**src/rtl/cla16_two_level.sv**
```systemverilog
module cla16_two_level #(
  parameter int WIDTH = 16
) (
  input  logic [WIDTH-1:0] op_a,
  input  logic [WIDTH-1:0] op_b,
  input  logic             carry_in,
  output logic [WIDTH-1:0] sum,
  output logic             carry_out
);
  localparam int SLICE  = 4;
  localparam int NSLICE = WIDTH / SLICE;

  logic [WIDTH-1:0]  bit_g, bit_p, bit_c;
  logic [NSLICE-1:0] sl_g, sl_p;
  logic [NSLICE:0]   sl_c;

  assign bit_g = op_a & op_b;
  assign bit_p = op_a ^ op_b;

  // second-level lookahead: slice carries formed side by side, max fan-in 5
  assign sl_c[0] = carry_in;
  assign sl_c[1] = sl_g[0] | (sl_p[0] & carry_in);
  assign sl_c[2] = sl_g[1] | (sl_p[1] & sl_g[0]) | (sl_p[1] & sl_p[0] & carry_in);
  assign sl_c[3] = sl_g[2] | (sl_p[2] & sl_g[1]) | (sl_p[2] & sl_p[1] & sl_g[0])
                 | (sl_p[2] & sl_p[1] & sl_p[0] & carry_in);
  assign sl_c[4] = sl_g[3] | (sl_p[3] & sl_g[2]) | (sl_p[3] & sl_p[2] & sl_g[1])
                 | (sl_p[3] & sl_p[2] & sl_p[1] & sl_g[0])
                 | (sl_p[3] & sl_p[2] & sl_p[1] & sl_p[0] & carry_in);

  for (genvar k = 0; k < NSLICE; k++) begin : g_slice
    logic [SLICE-1:0] g, p;
    logic             ci, co_local;
    assign g  = bit_g[k*SLICE +: SLICE];
    assign p  = bit_p[k*SLICE +: SLICE];
    assign ci = sl_c[k];

    assign sl_g[k] = g[3] | (p[3] & g[2]) | (p[3] & p[2] & g[1]) | (p[3] & p[2] & p[1] & g[0]);
    assign sl_p[k] = p[3] & p[2] & p[1] & p[0];

    assign bit_c[k*SLICE]     = ci;
    assign bit_c[k*SLICE + 1] = g[0] | (p[0] & ci);
    assign bit_c[k*SLICE + 2] = g[1] | (p[1] & g[0]) | (p[1] & p[0] & ci);
    assign bit_c[k*SLICE + 3] = g[2] | (p[2] & g[1]) | (p[2] & p[1] & g[0]) | (p[2] & p[1] & p[0] & ci);

    // full in-slice carry out, used only to cross-check the second level
    assign co_local = g[3] | (p[3] & g[2]) | (p[3] & p[2] & g[1]) | (p[3] & p[2] & p[1] & g[0])
                    | (p[3] & p[2] & p[1] & p[0] & ci);

    always_comb begin
      assert_slice_carry_R4: assert (co_local == sl_c[k+1])
        else $error("slice %0d carry mismatch", k);
      assert_all_prop_R3: assert (!(sl_p[k] && sl_g[k]))
        else $error("slice %0d both generates and propagates", k);
    end
  end

  assign sum       = bit_p ^ bit_c;
  assign carry_out = sl_c[NSLICE];

  always_comb begin
    assert_total_R1: assert ({carry_out, sum} == ({1'b0, op_a} + {1'b0, op_b} + {{WIDTH{1'b0}}, carry_in}))
      else $error("sum mismatch");
    assert_sum_bit_R5: assert ((sum ^ op_a ^ op_b) == bit_c)
      else $error("sum bit does not match carry");
  end
endmodule

```
**config.mk**
```make
export PLATFORM = sky130hd
export DESIGN_NAME = cla16_two_level
export DESIGN_NICKNAME = d
export VERILOG_FILES = /design/src/rtl/cla16_two_level.sv
export SDC_FILE = /design/constraint.sdc
export NUM_CORES = 1
export LEC_CHECK = 0
export BUFFER_PORTS_ARGS = -buffer_cell sky130_fd_sc_hd__buf_2
export CAP_MARGIN = 20
export CORE_MARGIN = 3
export CORE_UTILIZATION = 30
export DETAILED_ROUTE_END_ITERATION = 8
export PLACE_DENSITY = 0.64
export SYNTH_ARGS = -nofsm -noshare
export SYNTH_HDL_FRONTEND = slang
export SYNTH_SLANG_ARGS = --single-unit
```
**constraint.sdc**
```tcl
create_clock -name vclk -period 2.75
set_input_delay 0 -clock vclk [all_inputs]
set_output_delay 0 -clock vclk [all_outputs]
set_load 0.01 [all_outputs]
```
==> results.toml <==
[timing]
period_needed_ns = 2.250
tightest_slew_ns = 0.2810
setup_viol = 0
report.final.slew_viol_count = 0
finalHoldViolations = 0
hold_slack_ns = 0.3723
min_period_over_period = 0.8182
fin_tns_setup_ns = 0
max_clock_freq_mhz = 444.4
grt_setup_unrepaired = "false"
max_slew_margin = 0.8106

[final_layout]
n_clock_buffer = 0
antenna_cells = 0
layout.area.seq_um2 = 0
finalNetCount = 199
drive_gt1_frac = 0.4028
seq_cell_count = 0
area_delta_synth_final_pct = 37.19
final_cell_area_um2 = 1052

[synth]
syn_inst = 94
ys_warn_count = 0
syn-mean-instance-area_um2 = 8.159
synth_top_cell_area_share = 0.2610
synth_commonest_cells = "ha_1, nor2_1, inv_1, nand2_1"
syn_area_um2 = 767.0
yosysMostFrequentCell = "ha_1"
ys_types = 36
syn_nets = 147
yosys.area.top_type = "ha_1"
synth_area_leaders = "ha_1, fa_1, xnor2_1"
ys_seq_area_frac = 0

[floorplan]
dieWidth_um = 56.57
die_area_um2 = 3200
die_y_um = 56.57
num_rows = 17
start_util = 0.3308
core_um2 = 2318
io_pins = 50

[routing]
drcViolationCount = 0
first_iter_violations = 16
drt-wirelength-per-cell_um = 10.58
first_pass_iters = 4
routed_via_density = 4.901
vias = 843
wl_um = 1819
antenna_left = 0

[grt]
grt_pass1_vias = 792
grt_first_pass_wirelength_um = 3208
grt_max_degree = 8
overflow = 0
antenna_found_initial = 0
grtUsageTotal = 0.1146

[flow_run]
cap_violations = 0

[setup_path]
end_kind = "output port"
worstSetupPathType = "primary input to output port"
crit_path_start_kind = "primary input"
arrival_ns = 2.25
required_ns = 2.75
cp_max_fo = 5

[placement]
dp_hpwl_um = 1644
gp_congestion = 0.8146
place.port_buffers = 50
dpl_cell_area_um2 = 1052

[power]
p_leak_nw = 0.5690
pwr_density_cell_nw_per_um2 = 252.5
irDropWorstVdd_uv = 110.6

[run_status]
status = "completed"

[cts]
postCtsSetupBuffers = 0
cts-hold-fix-buffers = 0
cts_resized = 0

[hold_path]
min_path_type = "primary input to output port"
[path summary, 6_finish.rpt]
check	start	endpoint	cells past startpoint
setup / recovery	op_a[2]	sum[13]	10
hold / removal	op_b[12]	sum[12]	3
[power breakdown]
part           total [W]  switching, W  leakage (nW)  internal, W
logic           0.000266      0.000141         0.569     0.000125
registers              0             0             0            0
clock network          0             0             0            0
[per-stage QoR]
stage,utilization,total power (W),instances,setup slack [ns]
5_1_grt,0.4539,0.0002996,172,0.3405
4_1_cts,0.4539,0.0002686,172,0.4836
6_report,0.4539,0.0002657,172,0.5000
3_5_place_dp,0.4539,0.0002673,172,0.4779
2_1_floorplan,-,0.0001752,94,0.7217
3_3_place_gp,0.4539,0.0002625,172,0.5208
[worst max-delay path, cell delays in order]
cell and delay [ns]:
buf_2 0.10, ha_1 0.35, a21o_1 0.23, a21oi_4 0.19, a21oi_2 0.11, o211a_1 0.24
or3_1 0.36, fa_1 0.38, xor2_1 0.16, buf_2 0.14
[cells by family after synthesis]
group	after synthesis	synth area share
adder cells (fa/ha/maj)	20	0.3654
buffers and inverters	6	0.02936
AO/OA/AOI/OAI	30	0.3165
AND/OR/NAND/NOR	30	0.1974
XOR/XNOR	8	0.09136
[layout make-up]
cell class                 count  area [um^2]
inverter                       6        22.52
multi-input combinational     88        744.5
fill                         244         1266
timing repair buffer          50        250.2
tap                           28        35.03
[cell usage in the layout (no fill, tap or decap), drive strengths merged]
cell type	instances
or3	1
a31o	1
nand2b	1
nand2	6
inv	6
o2111a	1
nor3	2
o21a	2
o41ai	1
buf	50
a211oi	3
o211a	1
nor2	9
a211o	1
nand4b	1
a21o	2
xnor2	5
a21boi	2
and3	1
o31ai	1
a2111o	1
a21oi	8
or2	1
ha	16
nand3	4
xor2	3
o211ai	1
and2	1
nor2b	1
o21ai	4
a31oi	1
fa	4
nand4	2
[metal layers]
metal	vias up	GRT usage	share of wire
met1	348	0.1621	0.49
li1	458	-	-
met2	37	0.1997	0.42
met4	0	0	0
met3	0	0.009195	0.097
met5	-	0	0
(Power assumes the default switching activity.)
